### src/rtl/qt_pkg.sv
package qt_pkg;
  localparam int QT_NCH = 4;
  localparam int QT_CW  = 8;

  typedef logic [QT_CW-1:0] byte_t;
  typedef logic [QT_CW:0]   cnt_t;

  // Reload count for a stored value; zero stands for the full range.
  function automatic cnt_t reload_value(byte_t tc);
    return (tc == '0) ? (cnt_t'(1) << QT_CW) : {1'b0, tc};
  endfunction

  // Vector for a channel: base plus twice the channel number, wrapping.
  function automatic byte_t vector_for(byte_t base, int unsigned ch);
    return base + byte_t'(ch << 1);
  endfunction
endpackage

### src/rtl/qt_channel.sv
module qt_channel
  import qt_pkg::*;
(
  input  logic  clk,
  input  logic  rst_n,
  input  logic  tc_wr,
  input  logic  mode_wr,
  input  byte_t wr_data,
  output logic  zc,
  output logic  evt
);
  byte_t tc_q;
  cnt_t  cnt_q;
  logic  run_q;
  logic  ie_q;
  logic  hit;

  // Counter sits at its last count and no reload write overrides it.
  assign hit = run_q && (cnt_q == cnt_t'(1)) && !tc_wr;
  assign evt = hit && ie_q;

  always_ff @(posedge clk or negedge rst_n) begin
    if (!rst_n) begin
      tc_q  <= '0;
      cnt_q <= '0;
      run_q <= 1'b0;
      ie_q  <= 1'b0;
      zc    <= 1'b0;
    end else begin
      zc <= hit;
      if (mode_wr) ie_q <= wr_data[0];
      if (tc_wr) begin
        tc_q  <= wr_data;
        cnt_q <= reload_value(wr_data);
        run_q <= 1'b1;
      end else if (hit) begin
        cnt_q <= reload_value(tc_q);
      end else if (run_q) begin
        cnt_q <= cnt_q - cnt_t'(1);
      end
    end
  end
endmodule

### src/rtl/qt_arbiter.sv
module qt_arbiter #(
  parameter int NCH = 4,
  parameter int IW  = $clog2(NCH)
) (
  input  logic           clk,
  input  logic           rst_n,
  input  logic           ack,
  input  logic           reti,
  input  logic           prio_in,
  input  logic [NCH-1:0] evt,
  output logic [NCH-1:0] pend,
  output logic [NCH-1:0] ins,
  output logic           sel_valid,
  output logic [IW-1:0]  sel_idx,
  output logic           irq,
  output logic           prio_out
);
  logic [NCH-1:0] ack_oh;
  logic [NCH-1:0] reti_oh;
  logic           req_any;

  // Lowest-numbered pending channel wins the acknowledge.
  always_comb begin
    sel_valid = 1'b0;
    sel_idx   = '0;
    for (int i = NCH - 1; i >= 0; i--) begin
      if (pend[i]) begin
        sel_valid = 1'b1;
        sel_idx   = IW'(i);
      end
    end
  end

  // Lowest-numbered in-service channel is the one a return ends.
  always_comb begin
    reti_oh = '0;
    for (int i = NCH - 1; i >= 0; i--) begin
      if (ins[i]) reti_oh = NCH'(1) << i;
    end
    if (!reti) reti_oh = '0;
  end

  assign ack_oh = (ack && sel_valid) ? (NCH'(1) << sel_idx) : '0;

  // A request counts only with nothing of equal or higher rank in service.
  always_comb begin
    logic blocked;
    blocked = 1'b0;
    req_any = 1'b0;
    for (int i = 0; i < NCH; i++) begin
      blocked = blocked | ins[i];
      if (pend[i] && !blocked) req_any = 1'b1;
    end
  end

  assign irq      = prio_in && req_any;
  assign prio_out = prio_in && (pend == '0) && (ins == '0);

  always_ff @(posedge clk or negedge rst_n) begin
    if (!rst_n) begin
      pend <= '0;
      ins  <= '0;
    end else begin
      pend <= (pend & ~ack_oh) | evt;
      ins  <= (ins | ack_oh) & ~reti_oh;
    end
  end
endmodule

### src/rtl/quad_timer_irq.sv
module quad_timer_irq
  import qt_pkg::*;
#(
  parameter int NCH = QT_NCH,
  parameter int AW  = 4
) (
  input  logic              clk,
  input  logic              rst_n,
  input  logic              wr_en,
  input  logic [AW-1:0]     wr_addr,
  input  logic [QT_CW-1:0]  wr_data,
  input  logic              ack,
  input  logic              reti,
  input  logic              prio_in,
  output logic              irq,
  output logic              prio_out,
  output logic [NCH-1:0]    zc,
  output logic [QT_CW-1:0]  vec
);
  localparam int IW        = $clog2(NCH);
  localparam int MODE_BASE = NCH;
  localparam int VEC_ADDR  = 2 * NCH;

  logic [NCH-1:0] tc_wr;
  logic [NCH-1:0] mode_wr;
  logic [NCH-1:0] evt;
  logic [NCH-1:0] pend;
  logic [NCH-1:0] ins;
  logic           sel_valid;
  logic [IW-1:0]  sel_idx;
  logic           base_wr;
  byte_t          base_q;
  byte_t          vec_q;

  assign base_wr = wr_en && (wr_addr == AW'(VEC_ADDR));

  for (genvar c = 0; c < NCH; c++) begin : g_ch
    assign tc_wr[c]   = wr_en && (wr_addr == AW'(c));
    assign mode_wr[c] = wr_en && (wr_addr == AW'(MODE_BASE + c));

    qt_channel u_ch (
      .clk     (clk),
      .rst_n   (rst_n),
      .tc_wr   (tc_wr[c]),
      .mode_wr (mode_wr[c]),
      .wr_data (wr_data),
      .zc      (zc[c]),
      .evt     (evt[c])
    );
  end

  qt_arbiter #(.NCH(NCH), .IW(IW)) u_arb (
    .clk       (clk),
    .rst_n     (rst_n),
    .ack       (ack),
    .reti      (reti),
    .prio_in   (prio_in),
    .evt       (evt),
    .pend      (pend),
    .ins       (ins),
    .sel_valid (sel_valid),
    .sel_idx   (sel_idx),
    .irq       (irq),
    .prio_out  (prio_out)
  );

  always_ff @(posedge clk or negedge rst_n) begin
    if (!rst_n) begin
      base_q <= '0;
      vec_q  <= '0;
    end else begin
      if (base_wr) base_q <= wr_data;
      if (ack) vec_q <= sel_valid ? vector_for(base_q, 32'(sel_idx)) : base_q;
    end
  end

  assign vec = vec_q;
endmodule

### config.mk
export PLATFORM = sky130hd
export DESIGN_NAME = quad_timer_irq
export DESIGN_NICKNAME = d
export VERILOG_FILES = /design/src/rtl/qt_pkg.sv /design/src/rtl/qt_channel.sv /design/src/rtl/qt_arbiter.sv /design/src/rtl/quad_timer_irq.sv
export SDC_FILE = /design/constraint.sdc
export NUM_CORES = 1
export LEC_CHECK = 0
export ABC_AREA = 1
export CORE_MARGIN = 1.5
export CORE_UTILIZATION = 35
export DETAILED_ROUTE_END_ITERATION = 10
export DONT_BUFFER_PORTS = 1
export PLACE_DENSITY = 0.57
export SETUP_SLACK_MARGIN = 0.05
export SYNTH_ARGS = -nofsm -noshare
export SYNTH_HDL_FRONTEND = slang
export SYNTH_SLANG_ARGS = --single-unit
### constraint.sdc
create_clock -name clk -period 2.08 [get_ports clk]
set_clock_uncertainty 0.2 [all_clocks]
set_input_delay 0.208 -clock clk [delete_from_list [all_inputs] [get_ports clk]]
set_output_delay 0.208 -clock clk [all_outputs]
set_load 0.02 [all_outputs]
# After elaboration in Yosys (flattened, before gate mapping)
# Cells that the tools add are included.
[word_totals]
ff_bits = 104
inputBits = 18
out_inout_bits = 14
elab_cells = 136
[op_classes]
n_addsub = 5
eq_ne = 12
shift = 1
muxes = 36
n_bitwise = 9
n_reduce_logical = 49
[op_table]
columns = ["operator", "count"]
rows = [
  ["$mux W9", 17],
  ["$logic_not A8 Y1", 5],
  ["$eq A9 B1 Y1 const B", 4],
  ["$sub A9 B1 Y9 const B", 4],
  ["$logic_and A1 B1 Y1", 29],
  ["$mux W4", 6],
  ["$eq A4 B3 Y1 const B", 4],
  ["$logic_not A4 Y1", 3],
  ["$reduce_bool A3 Y1", 4],
  ["$add A8 B3 Y8", 1],
  ["$and A4 B4 Y4", 2],
  ["$eq A4 B2 Y1 const B", 2],
  ["$logic_not A1 Y1", 8],
  ["$mux W1", 8],
  ["$mux W2", 4],
  ["$mux W8", 1],
  ["$not A4 Y4", 2],
  ["$or A4 B4 Y4", 2],
  ["$eq A4 B1 Y1 const B", 1],
  ["$eq A4 B4 Y1 const B", 1],
  ["$shl A1 B2 Y4 const A", 1],
  ["$or A1 B1 Y1", 3],
]

# Depth between registers and ports, before layout
[logic_depth]
ltp_word = 9
ltp_mapped = 13
ltp_nobuf = 13

# Modules after synthesis
# Synthesis repeated with hierarchy kept, for this count alone.
[hier_totals]
hier_cells = 816
area_unflattened_um2 = 6187.2
[by_module_without_submodules]
columns = ["module", "instances", "cells_per_inst", "area_per_inst_um2", "seq_area_each_um2"]
rows = [
  ["qt_channel (g_ch[0].u_ch ...)", 3, 161, 1216.2, 500.5],
  ["qt_channel (g_ch[3].u_ch)", 1, 155, 1179.9, 500.5],
  ["quad_timer_irq", 1, 118, 924.6, 400.4],
  ["qt_arbiter", 1, 60, 434.2, 200.2],
]

# Least setup slack after synthesis
# No wires, ideal clock.
[synth_timing]
path_type = "flip-flop to flip-flop"
from = "register u_arb.pend[2]"
to = "register vec_q[5], in the netlist vec[5]"
setup_ns = 0.077
arrival_ns = 1.494
required_ns = 1.803
path_slack_ns = 0.308
stages_incl_launch_ff = 11
path_buffers = 0
period_less_slack_ns = 1.772
cell_sequence = "dfrtp_1 inv_1 nand2_1 a21oi_1 ha_1 ha_1 inv_1 nand2_1 nand2_1 or2_0 a21oi_1"
[synth_between]
elab_chain_cells = 5
elab_cells_between_ends = 8
classes_between = "add/sub: 1; mux: 7"
[synth_rtl]
columns = ["element", "line_no", "rtl"]
rows = [
  ["from (decl)", "qt_arbiter.sv:11", "output logic [NCH-1:0] pend,"],
  ["from (signal assigned)", "qt_arbiter.sv:64", "pend <= (pend & ~ack_oh) | evt;"],
  ["$mux W2 (3 in series)", "qt_arbiter.sv:27", "if (pend[i]) begin"],
  ["$add A8 B3 Y8", "qt_pkg.sv:15", "return base + byte_t'(ch << 1);"],
  ["$mux W8 (*)", "quad_timer_irq.sv:73", "if (ack) vec_q <= sel_valid ? vector_for(base_q, 32'(sel_idx)) : base_q;"],
  ["to (signal assigned)", "quad_timer_irq.sv:73", ""],
  ["to (decl)", "quad_timer_irq.sv:33", "byte_t vec_q;"],
]
# Every way passes the cells marked *; elsewhere a longest branch is shown, timed or not.
# A chain may end at the register's enable or synchronous reset.

# Worst setup path after layout
[layout_timing]
from = "register u_arb.ins[1]"
to = "output port irq"
[layout_between]
elab_chain_cells = 7
elab_cells_between_ends = 13
classes_between = "mux: 3; bitwise: 3; reduce/logical: 7"
[layout_rtl]
columns = ["element", "line_no", "rtl"]
rows = [
  ["from (decl)", "qt_arbiter.sv:12", "output logic [NCH-1:0] ins,"],
  ["from (signal assigned)", "qt_arbiter.sv:65", "ins <= (ins | ack_oh) & ~reti_oh;"],
  ["$or A1 B1 Y1 (*)", "qt_arbiter.sv:51", "blocked = blocked | ins[i];"],
  ["$logic_not A1 Y1 / $or A1 B1 Y1 (equally long branches)", "qt_arbiter.sv:52, qt_arbiter.sv:51", ""],
  ["$logic_and A1 B1 Y1, or another cell as far along", "qt_arbiter.sv:52", "if (pend[i] && !blocked) req_any = 1'b1;"],
  ["$mux W1, or another cell as far along", "qt_arbiter.sv:52", ""],
  ["$mux W1 / $logic_and A1 B1 Y1 (equally long branches)", "qt_arbiter.sv:52", ""],
  ["$mux W1 (*)", "qt_arbiter.sv:52", ""],
  ["$logic_and A1 B1 Y1 (*)", "qt_arbiter.sv:56", "assign irq = prio_in && req_any;"],
  ["to (decl)", "quad_timer_irq.sv:15", "output logic irq,"],
]
# Marks and branches as above.

==> results by group <==
Run status
  – Status: finished, violations left
  – Failing checks: negative hold slack

Synthesis
  – Yosys top cell by area: dfrtp_1
  – Cell count after synthesis: 736
  – Synth unique cells: 36
  – Async SR Flop Fraction: 1.00
  – Post-synth EDFFs: 0
  – Syn_nets: 764
  – Synth warn: 0
  – Yosys top cell area share: 0.462
  – Synth top area cells: dfrtp_1, nand2_1, inv_1
  – Synth Flop Type: dfrtp_1
  – Register area share after synthesis: 0.462
  – Top post-synthesis cells by count: nand2_1, inv_1, dfrtp_1, o21ai_0, nand3_1
  – Avg Inst Size Synth: 7.66 um2
  – Mapped cell area: 5640 um2
  – #FFs+latches synth: 104
  – Count leader, synth: nand2_1

GRT
  – Overflow after GRT: 0
  – Vias in the first global route: 4462
  – GRT Total Usage: 0.179
  – Initial antenna violation count: 2
  – First-pass GRT wire length: 23300 um
  – Pin count of the biggest net entering global routing: 105

Detailed routing
  – Remaining antenna violation count after routing: 0
  – Final wirelength: 13700 um
  – Routed length per instance: 14.0 um
  – Iteration count of the initial detailed-routing pass: 4
  – Residual DRC count: 0
  – Via count: 4636
  – Starting DRT DRC Count: 266
  – Vias per cell: 4.73

Placed design
  – DP HPWL: 9620 um
  – IO Port Bufs: 0
  – Routability cong.: 0.843

Worst setup path
  – Setup CP Type: flop to output port
  – Flop2flop setup slack: 0.21 ns
  – Worst r2r dst: vec[5]
  – RR Startpoint: u_arb.pend[0]
  – Critical path arrival: 1.51 ns
  – CP Max Fanout: 4
  – Worst setup EP type: output port
  – Crit start category: flop
  – WP data required: 1.67 ns
  – R2R cell count: 9

Die
  – Height of the die: 130 um
  – Core ar.: 15800 um2
  – I/O pins: 32
  – Die area: 16900 um2
  – Die W: 130 um
  – Starting Density: 0.356
  – Std cell rows: 46

STA
  – RSZ-0062 raised after global routing: false
  – Max Slew Vio Count: 0
  – Min Clock Period, post-route: 1.92 ns
  – Max Clk Rate: 522 MHz
  – Slew @ Worst Pin: 0.557 ns
  – Tcrit/Tclk final: 0.922
  – Final hold violations: 104
  – Setup violations, final: 0
  – Max-slew headroom: 0.628
  – Setup Total Neg Slack: 0 ns
  – Hold_ws: -0.652 ns

CTS
  – Clock Pin Slew Worst Setup and Hold Paths: 0.07 ns
  – CTS buffer count: 9
  – Longest Clk Path Bufs: 2
  – Clock Sink Count: 104
  – H-tree depth: 3
  – Clk_lat worst skew: 0.36 ns
  – Hold buffer count at cts: 19
  – Clk root buf: clkbuf_16
  – CTS tree: yes

Job
  – Max-cap violations: 0

Cells and area
  – Final core utilization: 0.405
  – Area delta synth->final: 13.8%
  – Fin nets: 786
  – Layout cells sized above 1: 0.0735

Min path
  – Worst hold path type: primary input to async pin

Power
  – Worst IR drop on VDD: 0.596 mV
  – Post-layout power: 7.62 mW
  – PD cells: 1190 nW/um2
  – Leak Pwr: 3.11 nW
==> sequential cells by signal, summed over array words and instances, names as in the netlist <==
signal	flops
u_arb.pend	4
base_q	8
g_ch.u_ch.cnt_q	36
g_ch.u_ch.tc_q	32
g_ch.u_ch.run_q	4
u_arb.ins	4
g_ch.u_ch.zc	4
g_ch.u_ch.ie_q	4
vec	8
==> per-stage QoR <==
| stage | hold WS [ns] | std cells | cell area, um2 | worst slack [ns] |
|---|---|---|---|---|
| after floorplan | -0.288 | 736 | 5640 | 0.308 |
| after global placement | -0.284 | 942 | 5850 | 0.204 |
| after detailed placement | -0.284 | 942 | 5850 | 0.171 |
| after CTS | -0.671 | 976 | 6370 | 0.131 |
| after global routing | -0.671 | 979 | 6410 | 0.0512 |
| final | -0.652 | 980 | 6410 | 0.163 |
==> placed cells by master (no fill, tap or decap), types with 2 or more instances in the layout <==
cell type / instances
nand2_1: 173
inv_1: 120
dfrtp_1: 103
o21ai_0: 79
nand3_1: 54
nor2_1: 49
a21oi_1: 34
nand4_1: 23
dlygate4sd3_1: 19
xor2_1: 15
ha_1: 10
clkbuf_16: 9
nor2_2: 8
nand2_2: 6
nor2_4: 5
o21ai_1: 5
buf_4: 5
inv_2: 4
o21bai_1: 4
o211ai_1: 4
nand3_2: 3
nor3_1: 3
nand2_4: 3
bufinv_16: 3
diode_2: 2
o22ai_1: 2
inv_4: 2
clkinvlp_4: 2
o21ai_2: 2
==> layout make-up <==
class / instances / area (um2)
Sequential cell: 104 / 2600
Timing Repair Buffer: 24 / 228
Inverter: 127 / 485
Multi-Input combinational cell: 492 / 2490
Tap cell: 216 / 270
Clock buffer: 10 / 229
Clock inverter: 5 / 106
Fill cell: 1617 / 9410
Antenna cell: 2 / 5.00
==> worst max path at each step <==
stage                   to           from  cells past startpoint
finish                 irq   u_arb.ins[1]                      3
global route        vec[5]  u_arb.pend[0]                     11
CTS                    irq   u_arb.ins[1]                      3
detailed placement  vec[5]  u_arb.pend[2]                     10
global placement    vec[5]  u_arb.pend[2]                     10
floorplan           vec[5]  u_arb.pend[2]                     10
==> where the power goes <==
| part | switching [mW] | internal [mW] |
|---|---|---|
| Combinational | 1.54 | 0.950 |
| Sequential | 0.547 | 2.65 |
| Clock | 0.757 | 1.17 |
| Total | 2.85 | 4.78 |
==> routing by layer <==
layer | share of wire | GRT usage
met3 | 0.056 | 0.0488
met5 | 0 | 0
met1 | 0.48 | 0.247
met2 | 0.45 | 0.280
met4 | 0.0090 | 0.0418
==> worst max-delay path: stages (launching register included) <==
cell and delay (ns):
dfrtp_1 0.41, nor2_1 0.19, nand4_1 0.13, o22ai_1 0.43
==> kinds of logic after synthesis <==
| logic type | Yosys count | synth area share |
|---|---|---|
| compound gates | 135 | 0.127 |
| simple gates | 331 | 0.264 |
| flops | 104 | 0.462 |
| xor+xnor | 16 | 0.0249 |
| fa+ha+maj | 10 | 0.0222 |
| buf+inv | 140 | 0.0999 |
==> repair_timing <==
item	in CTS	in global routing
buffers inserted	0	2
gates resized for setup	0	7
endpoints found under the setup margin	0	8
endpoints found under the hold margin	191	104
(Power assumes the default switching activity.)
